[src/rtl/adc_scan_pkg.sv]
package adc_scan_pkg;

    localparam int CHANS     = 4;
    localparam int CH_W      = $clog2(CHANS);
    localparam int RES_W     = 8;
    localparam int CTRL_W    = 8;
    localparam int ADDR_LSB  = 3;                  // channel field position in the command byte
    localparam int EDGES     = 16;                 // bit-clock periods per conversion
    localparam int POS_W     = $clog2(2 * EDGES);  // half-period position within a conversion
    localparam int EDGE_W    = POS_W - 1;
    localparam int FIRST_SMP = 4;                  // zero-based rising edge of result MSB
    localparam int LAST_SMP  = FIRST_SMP + RES_W - 1;

    typedef logic [CH_W-1:0]  chan_t;
    typedef logic [CHANS-1:0] mask_t;

    typedef struct packed {
        chan_t              chan;
        logic [RES_W-1:0]   data;
    } beat_t;

    typedef enum logic [2:0] {
        SQ_IDLE,
        SQ_SETUP,
        SQ_SHIFT,
        SQ_HOLD,
        SQ_GAP
    } sq_state_t;

    // first enabled channel above cur, wrapping; cur itself when alone
    function automatic chan_t next_chan(mask_t m, chan_t cur);
        chan_t pick;
        logic  found;
        pick  = cur;
        found = 1'b0;
        for (int k = 1; k <= CHANS; k++) begin
            chan_t c;
            c = cur + chan_t'(k);
            if (!found && m[c]) begin
                pick  = c;
                found = 1'b1;
            end
        end
        return pick;
    endfunction

    function automatic logic [CTRL_W-1:0] ctrl_word(chan_t ch);
        logic [CTRL_W-1:0] w;
        w = '0;
        w[ADDR_LSB +: CH_W] = ch;
        return w;
    endfunction

endpackage

[src/rtl/adc_scan_tick.sv]
module adc_scan_tick #(
    parameter int W = 8
) (
    input  logic         clk,
    input  logic         rst,
    input  logic         restart,
    input  logic [W-1:0] half,
    output logic         tick
);
    logic [W-1:0] cnt;

    always_ff @(posedge clk) begin
        if (rst || restart || cnt == '0) begin
            cnt <= half - W'(1);
        end else begin
            cnt <= cnt - W'(1);
        end
    end

    assign tick = (cnt == '0) && !restart;
endmodule

[src/rtl/adc_scan_shift.sv]
module adc_scan_shift
    import adc_scan_pkg::*;
(
    input  logic              clk,
    input  logic              rst,
    input  logic              load,
    input  logic [CTRL_W-1:0] word,
    input  logic              advance,
    input  logic              sample,
    input  logic              dout,
    output logic              din,
    output logic [RES_W-1:0]  cap_word
);
    logic [CTRL_W-1:0] tx;
    logic [RES_W-1:0]  rx;

    assign cap_word = {rx[RES_W-2:0], dout};

    always_ff @(posedge clk) begin
        if (rst) begin
            tx  <= '0;
            rx  <= '0;
            din <= 1'b0;
        end else begin
            if (load) begin
                din <= word[CTRL_W-1];
                tx  <= {word[CTRL_W-2:0], 1'b0};
            end else if (advance) begin
                din <= tx[CTRL_W-1];
                tx  <= {tx[CTRL_W-2:0], 1'b0};
            end
            if (sample) begin
                rx <= cap_word;
            end
        end
    end
endmodule

[src/rtl/adc_scan_outbuf.sv]
module adc_scan_outbuf
    import adc_scan_pkg::*;
(
    input  logic  clk,
    input  logic  rst,
    input  logic  push,
    input  beat_t push_beat,
    input  logic  ready,
    output logic  valid,
    output beat_t beat
);
    always_ff @(posedge clk) begin
        if (rst) begin
            valid <= 1'b0;
            beat  <= '0;
        end else if (push) begin
            valid <= 1'b1;
            beat  <= push_beat;
        end else if (ready) begin
            valid <= 1'b0;
        end
    end
endmodule

[src/rtl/adc_scan_seq.sv]
module adc_scan_seq
    import adc_scan_pkg::*;
#(
    parameter int SYS_KHZ      = 250000,
    parameter int SCLK_MAX_KHZ = 3200,
    parameter int SCLK_MIN_KHZ = 800,
    parameter int DIV_W        = 8,
    parameter int BURST_W      = 8
) (
    input  logic               clk,
    input  logic               rst,
    input  logic               run,
    input  logic [CHANS-1:0]   scan_mask,
    input  logic [BURST_W-1:0] burst_len,
    input  logic [DIV_W-1:0]   div_sel,
    output logic               adc_sclk,
    output logic               adc_cs_n,
    output logic               adc_din,
    input  logic               adc_dout,
    output logic               res_valid,
    input  logic               res_ready,
    output logic [RES_W-1:0]   res_data,
    output logic [CH_W-1:0]    res_chan
);
    localparam int HALF_LO = (SYS_KHZ + 2 * SCLK_MAX_KHZ - 1) / (2 * SCLK_MAX_KHZ);
    localparam int HALF_HI = SYS_KHZ / (2 * SCLK_MIN_KHZ);

    logic [DIV_W-1:0] half_lo, half_hi, half_new, half_q, half_use;
    assign half_lo  = DIV_W'(HALF_LO);
    assign half_hi  = DIV_W'(HALF_HI);
    assign half_new = (div_sel < half_lo) ? half_lo :
                      (div_sel > half_hi) ? half_hi : div_sel;

    sq_state_t          st;
    logic [POS_W-1:0]   pos;
    logic [BURST_W-1:0] conv_cnt, burst_q;
    chan_t              pend, conv, nxt;
    logic               keep;
    logic               tick, go, more, buf_full;
    logic               start_conv, rise_ev, fall_ev, smp, push;
    logic [EDGE_W-1:0]  edge_idx;
    logic               low_phase, last_edge;
    logic [RES_W-1:0]   cap_word;
    beat_t              out_beat;

    assign edge_idx  = pos[POS_W-1:1];
    assign low_phase = !pos[0];
    assign last_edge = (edge_idx == EDGE_W'(EDGES - 1));
    assign nxt       = next_chan(scan_mask, pend);
    assign go        = run && (|scan_mask) && !buf_full;
    assign more      = go && (conv_cnt < burst_q);
    assign half_use  = (st == SQ_IDLE) ? half_new : half_q;

    assign start_conv = tick && ((st == SQ_SETUP) ||
                                 (st == SQ_SHIFT && !low_phase && last_edge));
    assign rise_ev    = tick && (st == SQ_SHIFT) && low_phase;
    assign fall_ev    = tick && (st == SQ_SHIFT) && !low_phase && !last_edge;
    assign smp        = rise_ev && (edge_idx >= EDGE_W'(FIRST_SMP)) &&
                                   (edge_idx <= EDGE_W'(LAST_SMP));
    assign push       = rise_ev && (edge_idx == EDGE_W'(LAST_SMP)) && keep;

    adc_scan_tick #(.W(DIV_W)) u_tick (
        .clk     (clk),
        .rst     (rst),
        .restart ((st == SQ_IDLE) && go),
        .half    (half_use),
        .tick    (tick)
    );

    adc_scan_shift u_shift (
        .clk      (clk),
        .rst      (rst),
        .load     (start_conv),
        .word     (ctrl_word(nxt)),
        .advance  (fall_ev),
        .sample   (smp),
        .dout     (adc_dout),
        .din      (adc_din),
        .cap_word (cap_word)
    );

    adc_scan_outbuf u_buf (
        .clk       (clk),
        .rst       (rst),
        .push      (push),
        .push_beat ('{chan: conv, data: cap_word}),
        .ready     (res_ready),
        .valid     (buf_full),
        .beat      (out_beat)
    );

    assign res_valid = buf_full;
    assign res_data  = out_beat.data;
    assign res_chan  = out_beat.chan;

    always_ff @(posedge clk) begin
        if (rst) begin
            st       <= SQ_IDLE;
            adc_cs_n <= 1'b1;
            adc_sclk <= 1'b1;
            pos      <= '0;
            conv_cnt <= '0;
            burst_q  <= BURST_W'(1);
            half_q   <= half_lo;
            pend     <= '0;
            conv     <= '0;
            keep     <= 1'b0;
        end else begin
            case (st)
                SQ_IDLE: if (go) begin
                    adc_cs_n <= 1'b0;
                    half_q   <= half_new;
                    burst_q  <= (burst_len == '0) ? BURST_W'(1) : burst_len;
                    conv_cnt <= '0;
                    st       <= SQ_SETUP;
                end
                SQ_SHIFT: begin
                    if (rise_ev) begin
                        adc_sclk <= 1'b1;
                        if (last_edge && !more) st  <= SQ_HOLD;
                        else                    pos <= pos + POS_W'(1);
                    end
                    if (fall_ev) begin
                        adc_sclk <= 1'b0;
                        pos      <= pos + POS_W'(1);
                    end
                end
                SQ_HOLD: if (tick) begin
                    adc_cs_n <= 1'b1;
                    st       <= SQ_GAP;
                end
                SQ_GAP: if (tick) st <= SQ_IDLE;
                default: ;
            endcase
            if (start_conv) begin
                adc_sclk <= 1'b0;
                pos      <= '0;
                conv     <= pend;
                keep     <= scan_mask[pend];
                pend     <= nxt;
                conv_cnt <= conv_cnt + BURST_W'(1);
                st       <= SQ_SHIFT;
            end
        end
    end
endmodule

[config.mk]
export PLATFORM = sky130hd
export DESIGN_NAME = adc_scan_seq
export DESIGN_NICKNAME = d
export VERILOG_FILES = /design/src/rtl/adc_scan_pkg.sv /design/src/rtl/adc_scan_tick.sv /design/src/rtl/adc_scan_shift.sv /design/src/rtl/adc_scan_outbuf.sv /design/src/rtl/adc_scan_seq.sv
export SDC_FILE = /design/constraint.sdc
export NUM_CORES = 1
export LEC_CHECK = 0
export BUFFER_PORTS_ARGS = -buffer_cell sky130_fd_sc_hd__buf_2
export CAP_MARGIN = 20
export CORE_MARGIN = 3
export CORE_UTILIZATION = 60
export CTS_CLUSTER_SIZE = 25
export DETAILED_ROUTE_END_ITERATION = 7
export GPL_TIMING_DRIVEN = 0
export PLACE_DENSITY_LB_ADDON = 0.3
export SKIP_LAST_GASP = 1
export SLEW_MARGIN = 15
export SYNTH_ARGS = -nofsm -noshare
export SYNTH_HDL_FRONTEND = slang
export SYNTH_SLANG_ARGS = --single-unit
export TNS_END_PERCENT = 1
[constraint.sdc]
create_clock -name clk -period 3.6 [get_ports clk]
set_input_delay 0.72 -clock clk [delete_from_list [all_inputs] [get_ports clk]]
set_output_delay 0.72 -clock clk [all_outputs]
set_load 0.005 [all_outputs]
Yosys cells after proc, flatten, opt, wreduce, memory -nomap -nowiden
Cells that the tools add are included.
Widths: inputs -> output; s select.
{"block": "totals", "reg_bits": 70, "input_bits": 25, "output_inout_bits": 14, "wordCells": 149}
{"block": "classes", "n_addsub": 7, "magnitude_cmp": 9, "eq_ne": 17, "n_mux": 44, "n_reduce_logical": 53}
{"cell": "$mux 8", "n": 8}
{"cell": "$logic_and 1x1->1", "n": 20}
{"cell": "$logic_not 8->1", "n": 2}
{"cell": "$sub 8x1->8 const B", "n": 2}
{"cell": "$mux 1", "n": 15}
{"cell": "$mux 3", "n": 5}
{"cell": "$mux 5", "n": 3}
{"cell": "$reduce_bool 2->1", "n": 7}
{"cell": "$lt 2x3->1 const B", "n": 4}
{"cell": "$mux 6", "n": 2}
{"cell": "$ne 3x3->1 const B", "n": 4}
{"cell": "$pmux 3 s4", "n": 1}
{"cell": "$reduce_and 6->1", "n": 2}
{"cell": "$mux 2", "n": 5}
{"cell": "$ne 2x2->1 const B", "n": 5}
{"cell": "$add 8x1->8 const B", "n": 1}
{"cell": "$bmux 1 s2", "n": 4}
{"cell": "$eq 4x4->1 const B", "n": 2}
{"cell": "$gt 8x8->1 const B", "n": 1}
{"cell": "$logic_not 1->1", "n": 8}
{"cell": "$lt 8x6->1 const B", "n": 1}
{"cell": "$lt 8x8->1", "n": 1}
{"cell": "$eq 3x2->1 const B", "n": 2}
{"cell": "$reduce_and 2->1", "n": 3}
{"cell": "18 further kinds", "n": 22}

Depth between registers and ports, before layout
Gate-level depths: netlist (run 1).
{"block": "depth", "word_depth": 14, "mapped_depth": 10, "depth_no_buf": 9}

Hierarchy
A second synthesis (run 1) with hierarchy kept.
{"block": "hier_totals", "cells_unflattened": 452, "hier_area_um2": 3807.4}
{"module": "adc_scan_seq", "instances": 1, "cells_per_inst": 302, "area_each_um2": 2293.4, "seq_area_each_um2": 780.7}
{"module": "adc_scan_shift", "instances": 1, "cells_per_inst": 58, "area_each_um2": 619.3, "seq_area_each_um2": 300.3}
{"module": "adc_scan_tick", "instances": 1, "cells_per_inst": 56, "area_each_um2": 505.5, "seq_area_each_um2": 160.2}
{"module": "adc_scan_outbuf", "instances": 1, "cells_per_inst": 36, "area_each_um2": 389.1, "seq_area_each_um2": 220.2}

Worst setup path after synthesis (run 1)
OpenSTA, ideal clock, no wires.
{"block": "synth_path", "kind": "input-to-reg", "from": "input port div_sel[7]", "to": "register u_tick.cnt[6]", "setup_time_ns": 0.122, "arrival_ns": 2.280, "required_time_ns": 3.478, "setup_slack_ns": 1.198, "path_stages": 10, "path_buffers": 1, "path_cell_list": "clkbuf_1 > o21ai_0 > nand2_1 > a21oi_1 > a311oi_2 > o21bai_1 > ha_1 > nand3_1 > xnor2_1 > mux2i_1"}
{"block": "synth_via", "elab_chain_len": 6, "word_cells_on_any_way": 7, "classes_between": "1 x add/sub; 2 x order compare; 4 x mux"}
{"item": "start, declared", "line": "adc_scan_seq.sv:15", "text": "input logic [DIV_W-1:0] div_sel,"}
{"item": "$gt 8x8->1", "line": "adc_scan_seq.sv:32", "text": "(div_sel > half_hi) ? half_hi : div_sel;"}
{"item": "$mux 8", "line": "adc_scan_seq.sv:32"}
{"item": "$mux 8 (*)", "line": "adc_scan_seq.sv:31", "text": "assign half_new = (div_sel < half_lo) ? half_lo :"}
{"item": "$mux 8 (*)", "line": "adc_scan_seq.sv:52", "text": "assign half_use = (st == SQ_IDLE) ? half_new : half_q;"}
{"item": "$sub 8x1->8 (*)", "line": "adc_scan_tick.sv:14", "text": "cnt <= half - W'(1);"}
{"item": "$mux 8 (*)", "line": "adc_scan_tick.sv:13", "text": "if (rst || restart || cnt == '0) begin"}
{"item": "end signal, assigned", "line": "adc_scan_tick.sv:14"}
{"item": "end signal, assigned", "line": "adc_scan_tick.sv:16", "text": "cnt <= cnt - W'(1);"}
{"item": "end, declared", "line": "adc_scan_tick.sv:10", "text": "logic [W-1:0] cnt;"}
Every way passes the cells marked *; elsewhere a longest branch is shown, timed or not.
A chain may end at the register's enable or synchronous reset.

Worst setup path after layout (run 1)
{"block": "layout_path", "from": "register st[2]", "to": "register u_tick.cnt[6]"}
{"block": "layout_via", "elab_chain_len": 5, "word_cells_on_any_way": 7, "classes_between": "1 x add/sub; 2 x mux; 4 x reduce/logical"}
{"item": "start, declared", "line": "adc_scan_seq.sv:34", "text": "sq_state_t st;"}
{"item": "start signal, assigned", "line": "adc_scan_seq.sv:98", "text": "st <= SQ_IDLE;"}
{"item": "start signal, assigned", "line": "adc_scan_seq.sv:115", "text": "st <= SQ_SETUP;"}
{"item": "start signal, assigned", "line": "adc_scan_seq.sv:120", "text": "if (last_edge && !more) st <= SQ_HOLD;"}
{"item": "$logic_not 3->1 (*)", "line": "adc_scan_seq.sv:52, adc_scan_seq.sv:65"}
{"item": "parallel branches: the longest is 3 deep, another holds $sub 8x1->8"}
{"item": "$mux 8 (*)", "line": "adc_scan_tick.sv:13"}
Mark *: on every way between the ends.

==> reports/metrics.yaml, run 1 <==
timing:
  period_share_pct: 74.27
  maxClockFrequency_mhz: 374.0
  tns_ps: 0
  worstMarginPinSlew_ps: 755.0
  finClkSkew_ps: 9.474
  slew_headroom_pct: 49.28
  slew_viol_final: 0
  unrepaired_setup_endpoints_after_global_routing: "no"
  final-setup-viol-count: 0
  final.setup.worst_slack_ps: 926.3
  post-route-min-period_ps: 2674
  hold_violations: 0
route:
  drt_pass1_iterations: 4
  drt-vias-per-instance: 5.886
  routed_wirelength_um: 8233
  dr_iter_0_viols: 147
  ant_nets: 0
  remaining_drc_errors: 0
  vias: 3243
  wl_per_cell_um: 14.94
setup_path:
  criticalPathCategory: "register to register"
  r2r-end: "u_tick.cnt[6]$_DFF_P_"
  worst_setup_path_end_kind: "register"
  rrSetupSlack_ps: 930
  critical_path_required_ps: 3840
  rr_worst_depth: 8
  crit_fanout: 10
  rr_startpoint: "st[2]$_SDFFE_PP0P_"
  worstPathArrival_ps: 2920
  worstSetupStartpointType: "register"
min_path:
  min_path_cells: 2
  holdPathEnd: "half_q[6]$_SDFFE_PP0P_"
  hp-start: "half_q[6]$_SDFFE_PP0P_"
  min-delay-path-class: "register to register"
finish:
  post_route_cells_drive_above_1_share_pct: 16.49
  commonest_cells_after_routing_fill_and_taps_aside: "sky130_fd_sc_hd__dfxtp_1, sky130_fd_sc_hd__nor2_1, sky130_fd_sc_hd__nand2_1"
  antennaDiodeCount: 0
  syn_to_final_growth_pct: 13.94
  final_net_count: 509
  mostFrequentLayoutCell: "sky130_fd_sc_hd__dfxtp_1"
  postLayoutCellArea_sq_mm: 0.004070
synthesis:
  post_synthesis_sequential_element_count: 70
  synth.lib_cells_used.distinct: 62
  asyncSetResetFlopFracSynth_pct: 0
  synth-edff-count: 0
  synth_seq_area_share_pct: 39.23
  yosys_warnings: 0
  postSynthCellCount: 427
  syn-num-nets: 462
  synth_ff_type: "sky130_fd_sc_hd__dfxtp_1"
  syn_avg_cell_area_sq_um: 8.366
  synth.cell_area_sq_mm: 0.003572
grt:
  gr-total-overflow: 0
  grt_start_max_net_pins: 15
  gr-usage-all-layers_pct: 24.63
  grt_first_pass_wirelength_um: 14180
  antenna_found_initial: 0
  first_global_vias: 3177
placed_design:
  finalWeightedCongestion: 0.9481
  placement.cell_area_sq_mm: 0.003842
  numPortBuffers: 36
  sum_of_net_half_perimeters_after_detailed_placement_um: 5978
  placement.setup.worst_slack_ps: 832.2
floorplan:
  coreArea_sq_mm: 0.005642
  die_h_um: 83.16
  pin_count: 39
  initial_utilization_pct: 63.32
  rows: 27
  floorplan.die.width_um: 83.16
  floorplan.die_area_sq_mm: 0.006916
clocking:
  post_cts_resize_count: 0
  ctsHtreeMaxLevel: 3
  clock_sink_count: 70
  clockRootBuffer: "sky130_fd_sc_hd__clkbuf_8"
  cts_buffer_depth: 2
  cts_tree: "done"
  tritoncts.num_buffers: 9
  clkSlewWorstSetupHoldPaths_ps: 80
  cts_setup_buffers: 0
  ctsHoldBuffers: 0
  clk-insertion-delay-late_ps: 360
flow_run:
  cap_viol_max_count: 0
pwr:
  power.density_mw_per_mm2: 453.3
  power_leakage_nw: 1.734
  ir_drop_v: 0.0003787
run_status:
  outcome: "finished, final reports clean"
[state kept, by name (all words and copies together) (netlist names)]
register,cells
u_buf.beat,10
burst_q,8
conv_cnt,8
half_q,8
u_tick.cnt,8
u_shift.rx,7
pos,5
u_shift.tx,4
st,3
conv,2
pend,2
adc_cs_n,1
adc_sclk,1
keep,1
u_buf.valid,1
u_shift.din,1
[cell families after synthesis]
kind of cell	after synthesis	synth area share (%)
and+or+nand+nor	169	23.36
muxes	28	8.266
AOI/OAI and AO/OA	103	18.42
DFF	70	39.23
xor gates and xnor gates	10	2.452
adders and majority gates	11	3.783
buffers and inverters	36	4.483
[layout make-up]
| type | count | area (sq um) |
|---|---|---|
| multi-input cells | 321 | 2011 |
| repair buffers | 36 | 180.2 |
| inverters | 15 | 56.30 |
| fillers | 432 | 1572 |
| flip-flops and latches | 70 | 1401 |
| clock inverters | 7 | 103.9 |
| clock buffers | 9 | 123.9 |
| well taps | 72 | 90.09 |
| plain buffers | 21 | 103.9 |
[cells in the mapped netlist (6+ instances only)]
library cell               instances  share of area [%]
sky130_fd_sc_hd__nor2_1           54                5.7
sky130_fd_sc_hd__nand2_1          47                4.9
sky130_fd_sc_hd__a21oi_1          43                6.0
sky130_fd_sc_hd__nor3_1            9                1.3
sky130_fd_sc_hd__mux2i_1          25                7.0
sky130_fd_sc_hd__o21ai_0          18                2.5
sky130_fd_sc_hd__nand3_1          11                1.5
sky130_fd_sc_hd__a211oi_1          9                1.9
sky130_fd_sc_hd__xor2_1            6                1.5
sky130_fd_sc_hd__ha_1             10                3.5
sky130_fd_sc_hd__dfxtp_1          70                 39
sky130_fd_sc_hd__clkbuf_1         13                1.4
sky130_fd_sc_hd__inv_1            15                1.6
[metrics by stage]
step / instances / power [mW] / hold slack, ps / utilization, %
floorplan: 427 / 1.062 / 431.7 / -
global placement: 535 / 1.124 / 439.0 / 68.11
detailed placement: 535 / 1.133 / 445.6 / 68.11
CTS: 551 / 1.858 / 456.2 / 72.14
global route: 551 / 1.930 / 488.5 / 72.14
finish: 551 / 1.845 / 456.7 / 72.14
[power by group]
| group | switching, mW | internal [mW] |
|---|---|---|
| Combinational | 0.146 | 0.106 |
| Sequential | 0.0487 | 0.819 |
| Clock | 0.326 | 0.400 |
| Total | 0.521 | 1.32 |
[routing by layer]
metal | vias up | wire [um] | global-route usage (%)
li1 | 1607 | - | -
met1 | 1533 | 3532 | 29.40
met2 | 90 | 4135 | 41.18
met3 | 13 | 457 | 8.036
met4 | 0 | 108 | 9.212
met5 | - | 0 | 0
[worst max-delay path, cell delays in order (launching register included)]
cell and delay (ps):
sky130_fd_sc_hd__dfxtp_1 390, sky130_fd_sc_hd__nor3_1 650, sky130_fd_sc_hd__buf_2 360, sky130_fd_sc_hd__mux2_2 370, sky130_fd_sc_hd__a22oi_1 190, sky130_fd_sc_hd__ha_1 270, sky130_fd_sc_hd__nand3_1 110, sky130_fd_sc_hd__xnor2_1 140
sky130_fd_sc_hd__mux2i_1 80
[worst max path at each step]
stage	startpoint	end	slack (ps)	depth (start not counted)
2_1_floorplan	div_sel[7]	u_tick.cnt[6]$_DFF_P_	1200	10
3_3_place_gp	scan_mask[1]	u_tick.cnt[6]$_DFF_P_	840	10
5_1_grt	st[2]$_SDFFE_PP0P_	u_tick.cnt[6]$_DFF_P_	600	8
6_report	st[2]$_SDFFE_PP0P_	u_tick.cnt[6]$_DFF_P_	930	8
3_5_place_dp	scan_mask[1]	u_tick.cnt[6]$_DFF_P_	830	10
4_1_cts	st[2]$_SDFFE_PP0P_	u_tick.cnt[6]$_DFF_P_	950	8
Note: power is estimated with default switching activity, not from simulation.
==> run 2: changes to the inputs <==
--- a/config.mk
+++ b/config.mk
@@ -8,7 +8,7 @@
 export BUFFER_PORTS_ARGS = -buffer_cell sky130_fd_sc_hd__buf_2
 export CAP_MARGIN = 20
 export CORE_MARGIN = 3
-export CORE_UTILIZATION = 60
+export CORE_UTILIZATION = 58
 export CTS_CLUSTER_SIZE = 25
 export DETAILED_ROUTE_END_ITERATION = 7
 export GPL_TIMING_DRIVEN = 0
==> constraint.sdc (replaced) <==
create_clock -name clk -period 2.6 [get_ports clk]
set_input_delay 0.52 -clock clk [delete_from_list [all_inputs] [get_ports clk]]
set_output_delay 0.52 -clock clk [all_outputs]
set_load 0.005 [all_outputs]
==> run 2 against run 1 <==
First-iteration DRC count grew 12%. Critical endpoint unchanged. Worst setup slack worse by 840 ps. Largest power group unchanged. Non-clock buffer count up 1. Flip-flop and latch count stayed put.
==> reports/metrics.yaml, run 2 (synthesis results as in run 1) <==
finish:
  post_route_cells_drive_above_1_share_pct: 17.08
  syn_to_final_growth_pct: 13.13
  postLayoutCellArea_sq_mm: 0.004041
  antennaDiodeCount: 0
  mostFrequentLayoutCell: "sky130_fd_sc_hd__dfxtp_1"
  max_reg_flops: 10
  fillers: 447
  registers.top_by_ff_count: "u_buf.beat"
  commonest_cells_after_routing_fill_and_taps_aside: "sky130_fd_sc_hd__dfxtp_1, sky130_fd_sc_hd__nor2_1, sky130_fd_sc_hd__nand2_1"
  final_net_count: 510
run_status:
  outcome: "finished, final reports clean"
setup_path:
  rr_startpoint: "st[2]$_SDFFE_PP0P_"
  critical_path_required_ps: 2840
  rrSetupSlack_ps: 80
  crit_fanout: 8
  rr_worst_depth: 10
  r2r-end: "u_tick.cnt[6]$_DFF_P_"
  worstPathArrival_ps: 2760
  worstSetupStartpointType: "register"
  worst_setup_path_end_kind: "register"
  criticalPathCategory: "register to register"
  startpoint: "st[2]$_SDFFE_PP0P_"
flow_run:
  cap_viol_max_count: 0
route:
  ant_nets: 0
  dr_iter_0_viols: 164
  drt_pass1_iterations: 4
  wl_per_cell_um: 14.77
  routed_wirelength_um: 8151
  drt-vias-per-instance: 5.886
  remaining_drc_errors: 0
  vias: 3249
timing:
  slew_headroom_pct: 56.96
  final-setup-viol-count: 0
  unrepaired_setup_endpoints_after_global_routing: "yes"
  post-route-min-period_ps: 2517
  final.setup.worst_slack_ps: 83.42
  hold_violations: 0
  maxClockFrequency_mhz: 397.4
  slew_viol_final: 0
  period_share_pct: 96.79
  worstMarginPinSlew_ps: 645.6
  finClkSkew_ps: 9.771
pwr:
  power_mw: 2.375
  ir_drop_v: 0.0005247
  power.density_mw_per_mm2: 587.6
  power_leakage_nw: 1.713
floorplan:
  floorplan.die.width_um: 84.48
  die_h_um: 84.48
  pin_count: 39
  coreArea_sq_mm: 0.005743
  rows: 27
  initial_utilization_pct: 62.20
  floorplan.die_area_sq_mm: 0.007137
grt:
  antenna_found_initial: 0
  grt_start_max_net_pins: 14
  grt_first_pass_wirelength_um: 13720
  gr-total-overflow: 0
  gr-usage-all-layers_pct: 23.59
  first_global_vias: 2981
placed_design:
  finalWeightedCongestion: 0.8615
  sum_of_net_half_perimeters_after_detailed_placement_um: 5915
  placement.cell_area_sq_mm: 0.003842
  numPortBuffers: 36
  placement.setup.worst_slack_ps: -0.4656
min_path:
  min_path_cells: 3
  min-delay-path-class: "input pin to register"
  holdPathEnd: "burst_q[3]$_SDFFE_PP0P_"
  hp-start: "burst_len[3]"
clocking:
  ctsHoldBuffers: 0
  ctsHtreeMaxLevel: 3
  clkSlewWorstSetupHoldPaths_ps: 80
  cts_buffer_depth: 2
  tritoncts.num_buffers: 9
  clk-insertion-delay-late_ps: 360
  clock_sink_count: 70
  clockRootBuffer: "sky130_fd_sc_hd__clkbuf_8"
  cts_tree: "done"
## run 2: cell count changes in the layout (fill, tap and decap cells not counted), sizes merged
| cell | change |
|---|---|
| bufinv | -2 |
| clkbuf | +1 |
| inv | -2 |
| clkinvlp | +2 |
| buf | +1 |
| clkinv | +1 |
## run 2: per-layer routing
metal	global-route usage [%]	routed length (um)	vias up
li1	-	-	1607
met5	0	0	-
met2	37.15	3760	95
met1	29.81	3695	1524
met3	7.262	451	23
met4	10.22	243	0
## run 2: cell type report
| class | instances | area (sq um) | share of cell area (%) |
|---|---|---|---|
| Timing Repair Buffer | 37 | 187.7 | 4.644 |
| Tap cell | 72 | 90.09 | 2.229 |
| Multi-Input combinational cell | 321 | 2018 | 49.94 |
| Sequential cell | 70 | 1401 | 34.67 |
| Inverter | 15 | 56.30 | 1.393 |
| Clock inverter | 6 | 46.29 | 1.146 |
| Clock buffer | 10 | 137.6 | 3.406 |
| Buffer | 21 | 103.9 | 2.570 |
## run 2: where the power goes
part           switching [mW]  total [mW]  internal, mW
registers              0.0693        1.20          1.13
clock network           0.438       0.814         0.376
logic                   0.207       0.357         0.151
total                   0.714        2.37          1.66
## run 2: worst max-delay path by stage
stage	to	slack, ps	cells past startpoint
floorplan	u_tick.cnt[6]$_DFF_P_	310	10
global placement	u_tick.cnt[6]$_DFF_P_	20	8
detailed placement	u_tick.cnt[6]$_DFF_P_	-0.5	8
CTS	u_tick.cnt[6]$_DFF_P_	60	10
global route	u_buf.beat[0]$_SDFFE_PP0P_	-50	8
finish	u_tick.cnt[6]$_DFF_P_	80	10
## run 2: worst max-delay path: stages (launching register included)
cell	delay, ps
sky130_fd_sc_hd__dfxtp_1	390
sky130_fd_sc_hd__or3_1	380
sky130_fd_sc_hd__buf_6	150
sky130_fd_sc_hd__a211oi_4	270
sky130_fd_sc_hd__nor3_2	160
sky130_fd_sc_hd__a311oi_2	330
sky130_fd_sc_hd__o21bai_1	160
sky130_fd_sc_hd__ha_2	240
sky130_fd_sc_hd__nand3_1	100
sky130_fd_sc_hd__xnor2_1	140
sky130_fd_sc_hd__mux2i_1	80
## run 2: timing repair
| item | in CTS | in global routing |
|---|---|---|
| pin swaps | 0 | 1 |
| resized for setup | 1 | 1 |
| endpoints found under the setup margin | 1 | 10 |
| cloned | 0 | 0 |
| setup buffers | 0 | 1 |
## run 2: metrics by stage
step	cells	utilization (%)	TNS, ps	hold WS, ps
2_1_floorplan	427	-	0	431.7
3_3_place_gp	535	66.91	0	443.0
3_5_place_dp	535	66.91	-0.4656	448.8
4_1_cts	551	70.20	0	389.5
5_1_grt	552	70.37	-258.9	391.2
6_report	552	70.37	0	404.1
==> run 3: changes to the inputs <==
--- a/config.mk
+++ b/config.mk
@@ -8,7 +8,7 @@
 export BUFFER_PORTS_ARGS = -buffer_cell sky130_fd_sc_hd__buf_2
 export CAP_MARGIN = 20
 export CORE_MARGIN = 3
-export CORE_UTILIZATION = 58
+export CORE_UTILIZATION = 60
 export CTS_CLUSTER_SIZE = 25
 export DETAILED_ROUTE_END_ITERATION = 7
 export GPL_TIMING_DRIVEN = 0
==> constraint.sdc (replaced) <==
create_clock -name clk -period 2.9 [get_ports clk]
set_input_delay 0.58 -clock clk [delete_from_list [all_inputs] [get_ports clk]]
set_output_delay 0.58 -clock clk [all_outputs]
set_load 0.005 [all_outputs]
==> run 3 against run 2 <==
Worst hold slack better by 53 ps. Global-route usage is 1.0 points higher. Die area is 3.1% lower. First-iteration DRC count is 29% lower. Core utilization is 1.9 points higher. Final cell count is 0.18% lower. Clock skew is 2.8 ps higher. Maximum frequency is 1.4% lower. Sequential share of layout area is 0.29 points lower. Critical path type unchanged. Highest routed layer unchanged.
==> reports/metrics.yaml, run 3 (synthesis results as in run 1) <==
floorplan:
  pin_count: 39
  coreArea_sq_mm: 0.005642
  floorplan.die_area_sq_mm: 0.006916
  floorplan.die.width_um: 83.16
  die_h_um: 83.16
  initial_utilization_pct: 63.32
  rows: 27
finish:
  final_net_count: 509
  max_reg_flops: 10
  commonest_cells_after_routing_fill_and_taps_aside: "sky130_fd_sc_hd__dfxtp_1, sky130_fd_sc_hd__nor2_1, sky130_fd_sc_hd__nand2_1"
  mostFrequentLayoutCell: "sky130_fd_sc_hd__dfxtp_1"
  fillers: 432
  registers.top_by_ff_count: "u_buf.beat"
  antennaDiodeCount: 0
  post_route_cells_drive_above_1_share_pct: 16.70
  postLayoutCellArea_sq_mm: 0.004075
  syn_to_final_growth_pct: 14.08
timing:
  worstMarginPinSlew_ps: 590.1
  final-setup-viol-count: 0
  worst_hold_slack_ps: 456.6
  hold_violations: 0
  tns_ps: 0
  slew_viol_final: 0
  period_share_pct: 88.00
  maxClockFrequency_mhz: 391.8
  unrepaired_setup_endpoints_after_global_routing: "no"
  post-route-min-period_ps: 2552
  slew_headroom_pct: 60.66
  finClkSkew_ps: 12.60
setup_path:
  crit_fanout: 8
  worstPathArrival_ps: 2800
  critical_path_required_ps: 3150
  crit_slowest_cell: "sky130_fd_sc_hd__dfxtp_1"
  crit_chain: "or3_1, buf_6, a211oi_4, nor3_2, a311oi_2, o21bai_1, ha_1, nand3_1, xnor2_1, mux2i_1"
  worst_setup_path_end_kind: "register"
  criticalPathCategory: "register to register"
  worstSetupStartpointType: "register"
  timing.critical_path.buf_inv: 1
  worst_path_dominant_cell_family: "compound AO/OA/AOI/OAI gates"
  timing.critical_path.slowest_cell_delay_ps: 390
grt:
  grt_first_pass_wirelength_um: 14180
  gr-total-overflow: 0
  gr-usage-all-layers_pct: 24.63
  antenna_found_initial: 0
  grt_start_max_net_pins: 15
  first_global_vias: 3177
pwr:
  power_leakage_nw: 1.736
  power.density_mw_per_mm2: 563.8
  ir_drop_v: 0.0004713
route:
  drt_pass1_iterations: 6
  drt-vias-per-instance: 5.938
  vias: 3272
  remaining_drc_errors: 0
  wl_per_cell_um: 14.96
  ant_nets: 0
  routed_wirelength_um: 8243
  dr_iter_0_viols: 117
clocking:
  clockRootBuffer: "sky130_fd_sc_hd__clkbuf_8"
  cts_setup_buffers: 0
  ctsHoldBuffers: 0
  clk-insertion-delay-late_ps: 360
  clkSlewWorstSetupHoldPaths_ps: 80
  cts_tree: "done"
  cts_buffer_depth: 2
  clock_sink_count: 70
  ctsHtreeMaxLevel: 3
  tritoncts.num_buffers: 9
min_path:
  min-delay-path-class: "register to register"
placed_design:
  placement.cell_area_sq_mm: 0.003842
  sum_of_net_half_perimeters_after_detailed_placement_um: 5978
  finalWeightedCongestion: 0.9481
  numPortBuffers: 36
run_status:
  outcome: "finished, final reports clean"
flow_run:
  cap_viol_max_count: 0
-- run 3: cell types whose count changed in the layout (fill, tap and decap cells not counted), sizes merged --
| cell | before | now |
|---|---|---|
| bufinv | 0 | 2 |
| buf | 45 | 44 |
| clkinv | 3 | 2 |
| inv | 16 | 18 |
| clkbuf | 23 | 22 |
| clkinvlp | 2 | 0 |
-- run 3: what timing repair did --
action / 4_1_cts / 5_1_grt
setup endpoints to repair: 0 / 1
gates resized for setup: 0 / 1
endpoints found under the hold margin: 0 / 0
-- run 3: path summary, 6_finish.rpt --
| check | startpoint | to | slack (ps) | cells after the start |
|---|---|---|---|---|
| worst min-delay path | half_q[6]$_SDFFE_PP0P_ | half_q[6]$_SDFFE_PP0P_ | 460 | 2 |
| worst max register to register | st[2]$_SDFFE_PP0P_ | u_tick.cnt[6]$_DFF_P_ | 350 | 10 |
| worst max-delay path | st[2]$_SDFFE_PP0P_ | u_tick.cnt[6]$_DFF_P_ | 350 | 10 |
| worst min register to register | half_q[6]$_SDFFE_PP0P_ | half_q[6]$_SDFFE_PP0P_ | 460 | 2 |
-- run 3: worst register-to-register path, delay by kind of cell (launching register included) --
| kind | cells | cell delay, ps |
|---|---|---|
| compound gates | 3 | 780 |
| simple gates | 3 | 650 |
| flops | 1 | 390 |
| fa+ha+maj | 1 | 250 |
| buf+inv | 1 | 150 |
| xor+xnor | 1 | 140 |
| mux | 1 | 80 |
-- run 3: metrics by stage --
step / power [mW] / instances / setup WS (ps) / util, %
6_report: 2.298 / 551 / 347.9 / 72.23
5_1_grt: 2.397 / 551 / 155.9 / 72.23
4_1_cts: 2.306 / 551 / 250.4 / 72.14
3_5_place_dp: 1.407 / 535 / 263.7 / 68.11
3_3_place_gp: 1.395 / 535 / 281.0 / 68.11
2_1_floorplan: 1.318 / 427 / 614.6 / -
-- run 3: area by class of cell --
cell class | count | area, sq um | share of cell area [%]
clock inverter | 7 | 103.9 | 2.548
inverter | 15 | 56.30 | 1.382
buffer | 21 | 103.9 | 2.548
tap | 72 | 90.09 | 2.211
sequential | 70 | 1401 | 34.39
multi-input combinational | 321 | 2016 | 49.46
timing repair buffer | 36 | 180.2 | 4.421
clock buffer | 9 | 123.9 | 3.040
-- run 3: power breakdown --
part           internal, mW  switching [mW]  leakage, nW
combinational         0.131           0.181         1.05
sequential             1.02          0.0604        0.570
clock                 0.496           0.413        0.115
-- run 3: metal layers --
layer,vias to the layer above,global-route usage (%),share of wire (%)
met3,15,8.036,6.5
met5,-,0,0
li1,1609,-,-
met4,0,9.212,1.3
met2,111,41.18,50
met1,1537,29.40,42
